File: config.mk
export PLATFORM = sky130hd
export DESIGN_NAME = lp_mode_ctrl
export DESIGN_NICKNAME = d
export VERILOG_FILES = /design/src/rtl/lpm_pkg.sv /design/src/rtl/lpm_wake_latch.sv /design/src/rtl/lpm_fsm.sv /design/src/rtl/lp_mode_ctrl.sv
export SDC_FILE = /design/constraint.sdc
export NUM_CORES = 1
export LEC_CHECK = 0
export BUFFER_PORTS_ARGS = -buffer_cell sky130_fd_sc_hd__buf_2
export CORE_AREA = 2 2 39 41
export DETAILED_ROUTE_END_ITERATION = 8
export DIE_AREA = 0 0 41 43
export HOLD_SLACK_MARGIN = 0.12
export MAX_ROUTING_LAYER = met4
export PLACE_DENSITY = 0.61
export SYNTH_ARGS = -nofsm -noshare
export SYNTH_HDL_FRONTEND = slang
export SYNTH_SLANG_ARGS = --single-unit
export TNS_END_PERCENT = 20
File: constraint.sdc
create_clock -name clk -period 2.7 [get_ports clk]
set_input_delay 0.81 -clock clk [delete_from_list [all_inputs] [get_ports clk]]
set_output_delay 0.81 -clock clk [all_outputs]
set_load 0.03 [all_outputs]
File: src/rtl/lpm_pkg.sv
package lpm_pkg;
    localparam int MODE_W = 2;

    typedef enum logic [MODE_W-1:0] {
        MODE_ACTIVE = 2'b00,
        MODE_DOZE   = 2'b01,
        MODE_DEEP   = 2'b10,
        MODE_PDOWN  = 2'b11
    } lpm_mode_e;

    typedef enum logic [2:0] {
        ST_ACTIVE,
        ST_DOZE,
        ST_SAVE_GO,
        ST_SAVE_WAIT,
        ST_SLEEP,
        ST_REST_GO,
        ST_REST_WAIT,
        ST_PDOWN
    } lpm_state_e;

    typedef struct packed {
        lpm_mode_e mode;
        logic      reg_on;
        logic      core_on;
        logic      analog_on;
        logic      radio_on;
        logic      clk_on;
        logic      save_go;
        logic      rest_go;
    } lpm_out_t;
endpackage

File: src/rtl/lpm_wake_latch.sv
module lpm_wake_latch #(
    parameter int N_WAKE = 3
) (
    input  logic              clk,
    input  logic              rst_n,
    input  logic [N_WAKE-1:0] wake_src,
    input  logic              arm,
    input  logic              clr,
    output logic              wake_now,
    output logic              wake_pend
);
    logic [N_WAKE-1:0] sticky_q;

    generate
        for (genvar i = 0; i < N_WAKE; i++) begin : g_src
            always_ff @(posedge clk or negedge rst_n) begin
                if (!rst_n)
                    sticky_q[i] <= 1'b0;
                else if (clr)
                    sticky_q[i] <= 1'b0;
                else if (arm && wake_src[i])
                    sticky_q[i] <= 1'b1;
            end
        end
    endgenerate

    assign wake_now  = |wake_src;
    assign wake_pend = (|sticky_q) | (arm & wake_now);
endmodule

File: src/rtl/lpm_fsm.sv
module lpm_fsm
    import lpm_pkg::*;
(
    input  logic              clk,
    input  logic              rst_n,
    input  logic              req_vld,
    input  logic [MODE_W-1:0] req,
    input  logic              wake_now,
    input  logic              wake_pend,
    input  logic              save_done,
    input  logic              restore_done,
    input  logic              reg_reenable,
    output lpm_out_t          outs,
    output logic              wake_arm,
    output logic              wake_clr
);
    lpm_state_e state_q, state_d;
    lpm_mode_e  req_mode;

    assign req_mode = lpm_mode_e'(req);

    always_ff @(posedge clk or negedge rst_n) begin
        if (!rst_n)
            state_q <= ST_ACTIVE;
        else
            state_q <= state_d;
    end

    always_comb begin
        state_d = state_q;
        unique case (state_q)
            ST_ACTIVE: begin
                if (req_vld) begin
                    unique case (req_mode)
                        MODE_DOZE:   state_d = ST_DOZE;
                        MODE_DEEP:   state_d = ST_SAVE_GO;
                        MODE_PDOWN:  state_d = ST_PDOWN;
                        MODE_ACTIVE: state_d = ST_ACTIVE;
                    endcase
                end
            end
            ST_DOZE: begin
                if (wake_now || (req_vld && req_mode == MODE_ACTIVE))
                    state_d = ST_ACTIVE;
            end
            ST_SAVE_GO:   state_d = ST_SAVE_WAIT;
            ST_SAVE_WAIT: if (save_done) state_d = ST_SLEEP;
            ST_SLEEP:     if (wake_pend) state_d = ST_REST_GO;
            ST_REST_GO:   state_d = ST_REST_WAIT;
            ST_REST_WAIT: if (restore_done) state_d = ST_ACTIVE;
            ST_PDOWN:     if (reg_reenable) state_d = ST_ACTIVE;
        endcase
    end

    always_comb begin
        outs           = '0;
        outs.mode      = MODE_ACTIVE;
        wake_arm       = 1'b0;
        wake_clr       = 1'b0;
        unique case (state_q)
            ST_ACTIVE: begin
                outs.reg_on    = 1'b1;
                outs.core_on   = 1'b1;
                outs.analog_on = 1'b1;
                outs.radio_on  = 1'b1;
                outs.clk_on    = 1'b1;
            end
            ST_DOZE: begin
                outs.mode    = MODE_DOZE;
                outs.reg_on  = 1'b1;
                outs.core_on = 1'b1;
            end
            ST_SAVE_GO: begin
                outs.mode    = MODE_DEEP;
                outs.reg_on  = 1'b1;
                outs.core_on = 1'b1;
                outs.clk_on  = 1'b1;
                outs.save_go = 1'b1;
                wake_arm     = 1'b1;
            end
            ST_SAVE_WAIT: begin
                outs.mode    = MODE_DEEP;
                outs.reg_on  = 1'b1;
                outs.core_on = 1'b1;
                outs.clk_on  = 1'b1;
                wake_arm     = 1'b1;
            end
            ST_SLEEP: begin
                outs.mode    = MODE_DEEP;
                outs.reg_on  = 1'b1;
                wake_arm     = 1'b1;
            end
            ST_REST_GO: begin
                outs.mode    = MODE_DEEP;
                outs.reg_on  = 1'b1;
                outs.core_on = 1'b1;
                outs.clk_on  = 1'b1;
                outs.rest_go = 1'b1;
                wake_clr     = 1'b1;
            end
            ST_REST_WAIT: begin
                outs.mode    = MODE_DEEP;
                outs.reg_on  = 1'b1;
                outs.core_on = 1'b1;
                outs.clk_on  = 1'b1;
            end
            ST_PDOWN: begin
                outs.mode = MODE_PDOWN;
            end
        endcase
    end
endmodule

File: src/rtl/lp_mode_ctrl.sv
module lp_mode_ctrl
    import lpm_pkg::*;
#(
    parameter int N_WAKE = 3
) (
    input  logic              clk,
    input  logic              rst_n,
    input  logic              mode_req_vld,
    input  logic [1:0]        mode_req,
    input  logic [N_WAKE-1:0] wake_src,
    input  logic              save_done,
    input  logic              restore_done,
    input  logic              reg_reenable,
    output logic              reg_en,
    output logic              core_pwr_en,
    output logic              analog_pwr_en,
    output logic              radio_pwr_en,
    output logic              main_clk_en,
    output logic              save_start,
    output logic              restore_start,
    output logic [1:0]        mode_status
);
    lpm_out_t outs;
    logic     wake_now, wake_pend, wake_arm, wake_clr;

    lpm_wake_latch #(.N_WAKE(N_WAKE)) u_wake (
        .clk       (clk),
        .rst_n     (rst_n),
        .wake_src  (wake_src),
        .arm       (wake_arm),
        .clr       (wake_clr),
        .wake_now  (wake_now),
        .wake_pend (wake_pend)
    );

    lpm_fsm u_fsm (
        .clk          (clk),
        .rst_n        (rst_n),
        .req_vld      (mode_req_vld),
        .req          (mode_req),
        .wake_now     (wake_now),
        .wake_pend    (wake_pend),
        .save_done    (save_done),
        .restore_done (restore_done),
        .reg_reenable (reg_reenable),
        .outs         (outs),
        .wake_arm     (wake_arm),
        .wake_clr     (wake_clr)
    );

    assign reg_en        = outs.reg_on;
    assign core_pwr_en   = outs.core_on;
    assign analog_pwr_en = outs.analog_on;
    assign radio_pwr_en  = outs.radio_on;
    assign main_clk_en   = outs.clk_on;
    assign save_start    = outs.save_go;
    assign restore_start = outs.rest_go;
    assign mode_status   = outs.mode;
endmodule

==> summary.md, run 1 <==
| Metric | Value |
|---|---|
| Count of nets after finishing | 88 |
| Chip Width | 41 µm |
| Net count after synthesis | 69 |
| Mean area per synthesized cell | 8.11 µm² |
| Crit-path leading delay family | flip-flops |
| Setup crit end kind | primary output |
| DRT Wirelength | 1060 µm |
| Clk_lat worst skew | 0.24 ns |
| Outcome | completed |
| DRT iter0 DRCs | 5 |
| Number of standard-cell rows in the floorplan | 14 |
| Critical Path AT | 1.56 ns |
| DRC errors left | 0 |
| Total Negative Setup Slacks | 0 ns |
| Top fanout value on the critical path | 18 |
| Post_cts resized | 0 |
| Synth cell types | 30 |
| Antenna violations before repair | 0 |
| I/O pin cnt | 20 |
| Count of nets left with antenna violations after detail routing | 0 |
| Number of cells produced by synthesis | 58 |
| Max Cap Violations | 0 |
| Number of standard cells in the layout, taps in and fillers out | 91 |
| Total count of hold-check failures in the final report | 0 |
| Shortest period the worst path allows | 2.37 ns |
| Die boundary height | 43 µm |
| Setup repair after global routing missed its margin | false |
| Total inserted antenna cells | 0 |
| Cell with the largest stage delay on the worst path | dfrtp_1 |
| Worst hold path class | primary input to async pin |
| H-tree depth reported by CTS | 1 |
| Worst-case clock skew | 0.00131 ns |
| Most frequent cells in the layout | buf_2, a21oi_1, dfrtp_1, nor2_1, o21ai_0 |
| Placed wire-length estimate | 833 µm |
| Initial Utilization | 34.0% |
| Placeable core region | 1380 µm² |
| Global-route wire length before repair | 1770 µm |
| Maximum clock insertion buffer count | 2 |
| Number of CTS-inserted buffers | 3 |
| GRT Residual Overflow | 0 |
| Post-CTS Setup Inserts | 0 |
| Most area-hungry cell type in the Yosys netlist | dfrtp_1 |
| Setup violations, final | 0 |
| Maximum number of pins on one net before global-route repair | 19 |
| Ordered list of cells on the worst path | nand2_1, a21oi_1, nor2_1, buf_2 |
| Power density over the cells | 1410 nW/µm² |
| Warnings from Yosys | 0 |
| Fin crit share | 87.9% |
| Worst-case register-to-register setup slack | 1.13 ns |
| Slowest stage delay, CP | 0.64 ns |
| Global placer's final weighted congestion | 0.757 |
| Area contributors post-synth | dfrtp_1, a21oi_1, mux2i_1 |
| # clock sinks | 6 |
| Kind of start point of the critical path | flip-flop |
| Share of layout cells above drive strength 1 | 33.3% |
| First-pass iteration count of the detailed router | 4 |
| Synth Cell Area | 470 µm² |
| Number of placed instances, taps included | 88 |
| Vias | 474 |
| Start-to-end type of the worst setup path | flip-flop to primary output |
| Total power after layout | 809 µW |
| Clock tree from TritonCTS | done |
| Share of the yosys chip area belonging to registers | 31.9% |
| Number of global-route vias before repair | 429 |
| Number of vias per cell after detailed routing | 5.21 |
| Number of buffers inserted for hold repair after clock tree synthesis | 0 |
| Final slew viol count | 0 |
| Worst IR Drop VDD | 0.000568 V |
| #FFs+latches synth | 6 |
| Average wire per cell in the routed design | 11.7 µm |
| Leading cell type in the layout, fill and taps excluded | buf_2 |
| Buffers and inverters on the worst path | 1 |
| Maximum clock frequency | 0.421 GHz |
| Top cell type's share of synthesized area | 31.9% |
| Slew headroom | 67.2% |
| Leakage | 0.000256 µW |
| Clock-pin slew on the worst setup and hold paths | 0.04 ns |
| Required @ worst endpoint | 1.89 ns |
| Area growth from synthesis to final layout | 22.1% |
| # port buffers | 19 |
| Total routing resource utilization after global routing | 14.8% |
| Worst-Margin Slew | 0.492 ns |
| CTS Root Cell | clkbuf_4 |
| DIE AREA | 1760 µm² |
## layer usage
metal / routed length [µm] / track usage (%) / up-vias
met3: 68 / 6.28 / 2
met1: 526 / 20.7 / 207
li1: - / - / 250
met5: 0 / - / -
met2: 452 / 19.4 / 15
met4: 17 / 4.00 / 0
## worst register-to-register path: cells and delay by family (launching register included)
kind | cells | cell delay (ns)
compound gates | 3 | 0.57
flops | 1 | 0.55
simple gates | 1 | 0.33
## worst paths after layout
check / startpoint / endpoint / cells past startpoint
setup / recovery: u_fsm.state_q[2] / main_clk_en / 4
hold / removal: rst_n / u_fsm.state_q[0] / 1
setup reg to reg: u_fsm.state_q[2] / u_fsm.state_q[0] / 4
hold reg to reg: u_wake.sticky_q[2] / u_wake.sticky_q[2] / 2
max in group asynchronous: rst_n / u_wake.sticky_q[0] / 1
min in group clk: u_wake.sticky_q[2] / u_wake.sticky_q[2] / 2
## sequential cells by signal (all words and copies together), names as in the netlist
register and count:
u_wake.sticky_q 3, u_fsm.state_q 3
## synthesized netlist by cell type, drive strengths merged
master and instances:
clkinv 1, o2111ai 1, nor4 1, mux2i 2
buf 5, or3 1, nand2b 1, a211o 1
a31oi 1, o2bb2ai 2, inv 1, a21oi 10
nand3 3, nand2 3, nand4bb 1, xnor2 1
or2 1, o21ai 6, nor2 4, nor3 2
a21o 1, o31ai 1, nor4bb 1, dfrtp 6
and3 1
## stage by stage
step / utilization, % / area (µm²) / setup slack (ns) / hold slack (ns)
floorplan: - / 470 / 0.249 / 0.509
global placement: 39.9 / 552 / 0.556 / 0.569
detailed placement: 39.9 / 552 / 0.570 / 0.557
CTS: 41.5 / 574 / 0.309 / 0.380
global route: 41.5 / 574 / 0.160 / 0.387
finish: 41.5 / 574 / 0.326 / 0.386
## logic make-up after synthesis
family | share of synthesized area [%]
XOR/XNOR | 1.86
buffers and inverters | 8.77
multiplexers | 4.26
AO/OA/AOI/OAI | 30.6
AND/OR/NAND/NOR | 22.6
flip-flops | 31.9
## power by group
group / internal (µW) / leakage [µW] / switching (µW)
combinational: 182 / 0.000172 / 312
clock: 50.0 / 0.0000138 / 28.1
sequential: 137 / 0.0000696 / 101
## area by class of cell
type | count | area [µm²]
fillers | 149 | 810
flip-flops and latches | 6 | 150
inverters | 2 | 7.51
multi-input cells | 45 | 279
well taps | 16 | 20.0
clock buffers | 3 | 22.5
repair buffers | 19 | 95.1
Note: power is estimated with default switching activity, not from simulation.
==> inputs of run 2 (changes only) <==
--- a/config.mk
+++ b/config.mk
@@ -12,6 +12,7 @@
 export HOLD_SLACK_MARGIN = 0.12
 export MAX_ROUTING_LAYER = met4
 export PLACE_DENSITY = 0.61
+export REMOVE_ABC_BUFFERS = 1
 export SYNTH_ARGS = -nofsm -noshare
 export SYNTH_HDL_FRONTEND = slang
 export SYNTH_SLANG_ARGS = --single-unit
==> run 2 against run 1 <==
Effect of this change: cell count unchanged; via count increased by 1.7%; clock skew increased by 0.00076 ns; die area unchanged; critical path depth unchanged; cell area unchanged; non-clock buffer count unchanged; sequential share of layout area unchanged; first-iteration DRC count unchanged; highest routed layer is now met3.
==> summary.md, run 2 (synthesis results as in run 1) <==
| Metric | Value |
|---|---|
| Count of nets after finishing | 88 (unchanged) |
| # port buffers | 19 (unchanged) |
| Clock tree from TritonCTS | done (unchanged) |
| Worst hold path class | primary input to async pin (unchanged) |
| Count of nets left with antenna violations after detail routing | 0 (unchanged) |
| Worst-Margin Slew | 0.516 ns (was 0.492 ns) |
| I/O pin cnt | 20 (unchanged) |
| Setup slack at placement | 0.543 ns (was 0.570 ns) |
| Global-route wire length before repair | 1790 µm (was 1770 µm) |
| Post-CTS Setup Inserts | 0 (unchanged) |
| Slew headroom | 65.6% (was 67.2%) |
| Start point of the critical path | u_fsm.state_q[2] (unchanged) |
| # clock sinks | 6 (unchanged) |
| Share of layout cells above drive strength 1 | 33.3% (unchanged) |
| Global placer's final weighted congestion | 0.754 (was 0.757) |
| Chip Width | 41 µm (unchanged) |
| Maximum number of pins on one net before global-route repair | 19 (unchanged) |
| Vias | 482 (was 474) |
| Most frequent cells in the layout | buf_2, a21oi_1, dfrtp_1, nor2_1, o21ai_0 (unchanged) |
| Initial Utilization | 34.0% (unchanged) |
| Number of vias per cell after detailed routing | 5.30 (was 5.21) |
| Placeable core region | 1380 µm² (unchanged) |
| DRT Wirelength | 1090 µm (was 1060 µm) |
| Largest regs | u_fsm.state_q: 3 flops, u_wake.sticky_q: 3 flops (unchanged) |
| Maximum clock frequency | 0.413 GHz (was 0.421 GHz) |
| Final slew viol count | 0 (unchanged) |
| Post_cts resized | 0 (unchanged) |
| First-pass iteration count of the detailed router | 4 (unchanged) |
| Worst reg2reg path depth | 4 (unchanged) |
| Total count of hold-check failures in the final report | 0 (unchanged) |
| RR Endpoint | u_fsm.state_q[2] (was u_fsm.state_q[0]) |
| Clock-pin slew on the worst setup and hold paths | 0.04 ns (about the same) |
| Critical Path AT | 1.61 ns (was 1.56 ns) |
| Number of buffers inserted for hold repair after clock tree synthesis | 0 (unchanged) |
| CTS Root Cell | clkbuf_4 (unchanged) |
| Total inserted antenna cells | 0 (unchanged) |
| Setup repair after global routing missed its margin | false (unchanged) |
| Setup crit end kind | primary output (unchanged) |
| Setup violations, final | 0 (unchanged) |
| Maximum clock insertion buffer count | 2 (unchanged) |
| Fin crit share | 89.7% (was 87.9%) |
| Critical R2R Launch | u_fsm.state_q[2] (unchanged) |
| Outcome | completed (unchanged) |
| Leading cell type in the layout, fill and taps excluded | buf_2 (unchanged) |
| DRT iter0 DRCs | 5 (unchanged) |
| Worst-case clock skew | 0.00208 ns (was 0.00131 ns) |
| Shortest period the worst path allows | 2.42 ns (was 2.37 ns) |
| Clk_lat worst skew | 0.24 ns (about the same) |
| Placed wire-length estimate | 844 µm (was 833 µm) |
| Leakage | 0.000256 µW (unchanged) |
| GRT Residual Overflow | 0 (unchanged) |
| Antenna violations before repair | 0 (unchanged) |
| Die boundary height | 43 µm (unchanged) |
| H-tree depth reported by CTS | 1 (unchanged) |
| Power density over the cells | 1410 nW/µm² (about the same) |
| Number of global-route vias before repair | 419 (was 429) |
| Total Negative Setup Slacks | 0 ns (unchanged) |
| Start-to-end type of the worst setup path | flip-flop to primary output (unchanged) |
| Worst-case register-to-register setup slack | 1.14 ns (was 1.13 ns) |
| Number of standard-cell rows in the floorplan | 14 (unchanged) |
| DIE AREA | 1760 µm² (unchanged) |
| DRC errors left | 0 (unchanged) |
| Layout Utilization | 41.5% (unchanged) |
| Worst IR Drop VDD | 0.000560 V (was 0.000568 V) |
| Area growth from synthesis to final layout | 22.1% (unchanged) |
| Average wire per cell in the routed design | 12.0 µm (was 11.7 µm) |
| Max Cap Violations | 0 (unchanged) |
| Number of CTS-inserted buffers | 3 (unchanged) |
| Required @ worst endpoint | 1.89 ns (about the same) |
| Total routing resource utilization after global routing | 15.5% (was 14.8%) |
| Top fanout value on the critical path | 18 (unchanged) |
| Kind of start point of the critical path | flip-flop (unchanged) |
| Worst Setup Slack, final | 0.277 ns (was 0.326 ns) |
[run 2: cell counts in the layout (fill, tap and decap cells not counted)]
Identical to the previous run, type by type.
[run 2: report_power, final]
group          switching (µW)  internal [µW]  leakage [µW]
combinational             309            182      0.000172
sequential               99.7            137     0.0000696
clock                    31.0           50.2     0.0000138
[run 2: critical path, cell delays in order (launching register included)]
cell     delay, ns
dfrtp_1       0.66
nand2_1       0.23
a21oi_1       0.24
nor2_1        0.07
buf_2         0.17
[run 2: how the worst max path moves through the flow]
stage	end	slack, ns	depth (start not counted)
floorplan	analog_pwr_en	0.008	1
global placement	main_clk_en	0.56	4
detailed placement	main_clk_en	0.54	4
CTS	main_clk_en	0.27	4
global route	main_clk_en	0.14	4
finish	main_clk_en	0.28	4
[run 2: layer usage]
layer / track usage (%) / routed length, µm / share of wire, %
met3: 7.85 / 96 / 8.8
met2: 21.3 / 512 / 47
met4: 2.00 / 0 / 0
met5: - / 0 / 0
met1: 20.9 / 481 / 44
[run 2: final cells by class]
class	count	area [µm²]
inverter	2	7.51
clock buffer	3	22.5
multi-input combinational	45	279
tap	16	20.0
sequential	6	150
fill	143	810
timing repair buffer	19	95.1
[run 2: through the flow]
stage / power, µW / cell area [µm²] / hold WS [ns] / instances
after floorplan: 596 / 437 / 0.509 / 53
after global placement: 731 / 552 / 0.546 / 88
after detailed placement: 735 / 552 / 0.549 / 88
after CTS: 820 / 574 / 0.381 / 91
after global routing: 889 / 574 / 0.383 / 91
final: 809 / 574 / 0.381 / 91
==> inputs of run 3 (changes only) <==
--- a/config.mk
+++ b/config.mk
@@ -7,6 +7,7 @@
 export LEC_CHECK = 0
 export BUFFER_PORTS_ARGS = -buffer_cell sky130_fd_sc_hd__buf_2
 export CORE_AREA = 2 2 39 41
+export CTS_BUF_LIST = sky130_fd_sc_hd__clkbuf_8
 export DETAILED_ROUTE_END_ITERATION = 8
 export DIE_AREA = 0 0 41 43
 export HOLD_SLACK_MARGIN = 0.12
==> run 3 against run 2 <==
Effect of this change: maximum frequency is 0.86% higher; critical path depth unchanged; first-iteration DRC count is 40% lower; clock-buffer cell count is the same; cell count did not move; clock skew decreased by 0.00071 ns; worst hold slack gained 0.019 ns; utilization grew 1.4 points; via count shrank 0.21%; sequential share of layout area fell by 0.83 points; power rose by 6.8%; sequential cell count unchanged; largest power group unchanged; highest routed layer is now met4.
==> summary.md, run 3 (synthesis results as in run 1) <==
| Metric | Value |
|---|---|
| Outcome | completed (unchanged) |
| Total routing resource utilization after global routing | 16.7% (was 15.5%) |
| Clk_lat worst skew | 0.23 ns (was 0.24 ns) |
| Worst reg2reg path depth | 4 (unchanged) |
| Start-to-end type of the worst setup path | flip-flop to primary output (unchanged) |
| Busiest layer in global routing | met2 (unchanged) |
| Setup repair after global routing missed its margin | false (unchanged) |
| Clock-pin slew on the worst setup and hold paths | 0.04 ns (about the same) |
| Shortest period the worst path allows | 2.40 ns (was 2.42 ns) |
| Met1 track demand over resource in global routing | 20.9% (unchanged) |
| Worst hold path class | primary input to async pin (unchanged) |
| Vias | 481 (was 482) |
| Slew headroom | 65.6% (about the same) |
| Antenna violations before repair | 0 (unchanged) |
| Leading cell type in the layout, fill and taps excluded | buf_2 (unchanged) |
| Total inserted antenna cells | 0 (unchanged) |
| H-tree depth reported by CTS | 1 (unchanged) |
| Psw | 449 µW (was 440 µW) |
| Number of vias per cell after detailed routing | 5.29 (was 5.30) |
| Design internal power | 415 µW (was 369 µW) |
| Setup crit end kind | primary output (unchanged) |
| Worst hold slack | 0.400 ns (was 0.381 ns) |
| I/O pin cnt | 20 (unchanged) |
| Count of nets after finishing | 88 (unchanged) |
| Net Sw Frac | 52.0% (was 54.4%) |
| DRC errors left | 0 (unchanged) |
| Leakage | 0.000264 µW (was 0.000256 µW) |
| Required @ worst endpoint | 1.89 ns (about the same) |
| Max Cap Violations | 0 (unchanged) |
| Count of nets left with antenna violations after detail routing | 0 (unchanged) |
| Power density over the cells | 1460 nW/µm² (was 1410 nW/µm²) |
| Post_cts resized | 0 (unchanged) |
| First-pass iteration count of the detailed router | 4 (unchanged) |
| Die boundary height | 43 µm (unchanged) |
| # port buffers | 19 (unchanged) |
| Worst-Margin Slew | 0.516 ns (about the same) |
| Placed wire-length estimate | 844 µm (unchanged) |
| Number of CTS-inserted buffers | 3 (unchanged) |
| Share of layout cells above drive strength 1 | 33.3% (unchanged) |
| Critical Path AT | 1.59 ns (was 1.61 ns) |
| Met2 usage | 21.3% (unchanged) |
| Total Negative Setup Slacks | 0 ns (unchanged) |
| # clock sinks | 6 (unchanged) |
| Number of standard-cell rows in the floorplan | 14 (unchanged) |
| Maximum number of pins on one net before global-route repair | 19 (unchanged) |
| DRT Wirelength | 1140 µm (was 1090 µm) |
| Post-CTS Setup Inserts | 0 (unchanged) |
| Fin crit share | 89.0% (was 89.7%) |
| Global placer's final weighted congestion | 0.754 (unchanged) |
| Setup violations, final | 0 (unchanged) |
| DIE AREA | 1760 µm² (unchanged) |
| Met3 GRT Util | 7.85% (unchanged) |
| DRT iter0 DRCs | 3 (was 5) |
| Initial Utilization | 34.0% (unchanged) |
| Placeable core region | 1380 µm² (unchanged) |
| Chip Width | 41 µm (unchanged) |
| Most frequent cells in the layout | buf_2, a21oi_1, dfrtp_1, nor2_1, o21ai_0 (unchanged) |
| Total count of hold-check failures in the final report | 0 (unchanged) |
| Top fanout value on the critical path | 18 (unchanged) |
| Global-route wire length before repair | 1830 µm (was 1790 µm) |
| Combinational Power Share | 56.9% (was 60.7%) |
| Largest regs | u_fsm.state_q: 3 flops, u_wake.sticky_q: 3 flops (unchanged) |
| Worst-case clock skew | 0.00137 ns (was 0.00208 ns) |
| Clock tree from TritonCTS | done (unchanged) |
| Average wire per cell in the routed design | 12.5 µm (was 12.0 µm) |
| Number of buffers inserted for hold repair after clock tree synthesis | 0 (unchanged) |
| Part of the total power dissipated in the clock network | 15.7% (was 10.0%) |
| Part of the total power dissipated in sequential elements | 27.4% (was 29.2%) |
| Number of global-route vias before repair | 421 (was 419) |
| CTS Root Cell | clkbuf_8 (was clkbuf_4) |
| Worst IR Drop VDD | 0.000740 V (was 0.000560 V) |
| Maximum clock insertion buffer count | 2 (unchanged) |
| Area growth from synthesis to final layout | 26.1% (was 22.1%) |
| Final slew viol count | 0 (unchanged) |
| GRT Residual Overflow | 0 (unchanged) |
| Kind of start point of the critical path | flip-flop (unchanged) |
| Maximum clock frequency | 0.416 GHz (was 0.413 GHz) |
## run 3: cell count changes in the layout (fill, tap and decap cells not counted)
cell and change:
clkbuf_4 -3, clkbuf_8 +3
## run 3: cell type report
class	count	area [µm²]
clock buffers	3	41.3
inverters	2	7.51
flip-flops and latches	6	150
multi-input cells	45	279
well taps	16	20.0
fillers	140	791
repair buffers	19	95.1
## run 3: worst max-delay path: stages (launching register included)
cell and delay [ns]:
dfrtp_1 0.65, nand2_1 0.23, a21oi_1 0.24, nor2_1 0.07, buf_2 0.17
## run 3: through the flow
step	instances	power [µW]	cell area [µm²]	setup WS (ns)	util, %
2_1_floorplan	53	596	437	0.00779	-
3_3_place_gp	88	731	552	0.556	39.9
3_5_place_dp	88	735	552	0.543	39.9
4_1_cts	91	873	593	0.292	42.9
5_1_grt	91	942	593	0.170	42.9
6_report	91	864	593	0.298	42.9
## run 3: worst paths after layout
check                                   start            endpoint  slack (ns)
min                                     rst_n    u_fsm.state_q[1]        0.40
max reg2reg                  u_fsm.state_q[2]    u_fsm.state_q[2]        1.14
min reg2reg                u_wake.sticky_q[2]  u_wake.sticky_q[2]        0.55
max                          u_fsm.state_q[2]         main_clk_en        0.30
min in group clk           u_wake.sticky_q[2]  u_wake.sticky_q[2]        0.55
max in group asynchronous               rst_n  u_wake.sticky_q[2]        2.16
## run 3: metal layers
layer  part of all wire, %  vias up
met4                   2.7        0
met3                   8.3        4
met5                     0        -
li1                      -      249
met2                    45       20
met1                    44      208
## run 3: power groups by stage
stage / clock network [µW] / registers [µW] / logic [µW]
finish: 135 / 237 / 492
global route: 141 / 249 / 551
CTS: 138 / 237 / 498
detailed placement: 0 / 238 / 497
global placement: 0 / 235 / 496
floorplan: 0 / 214 / 383
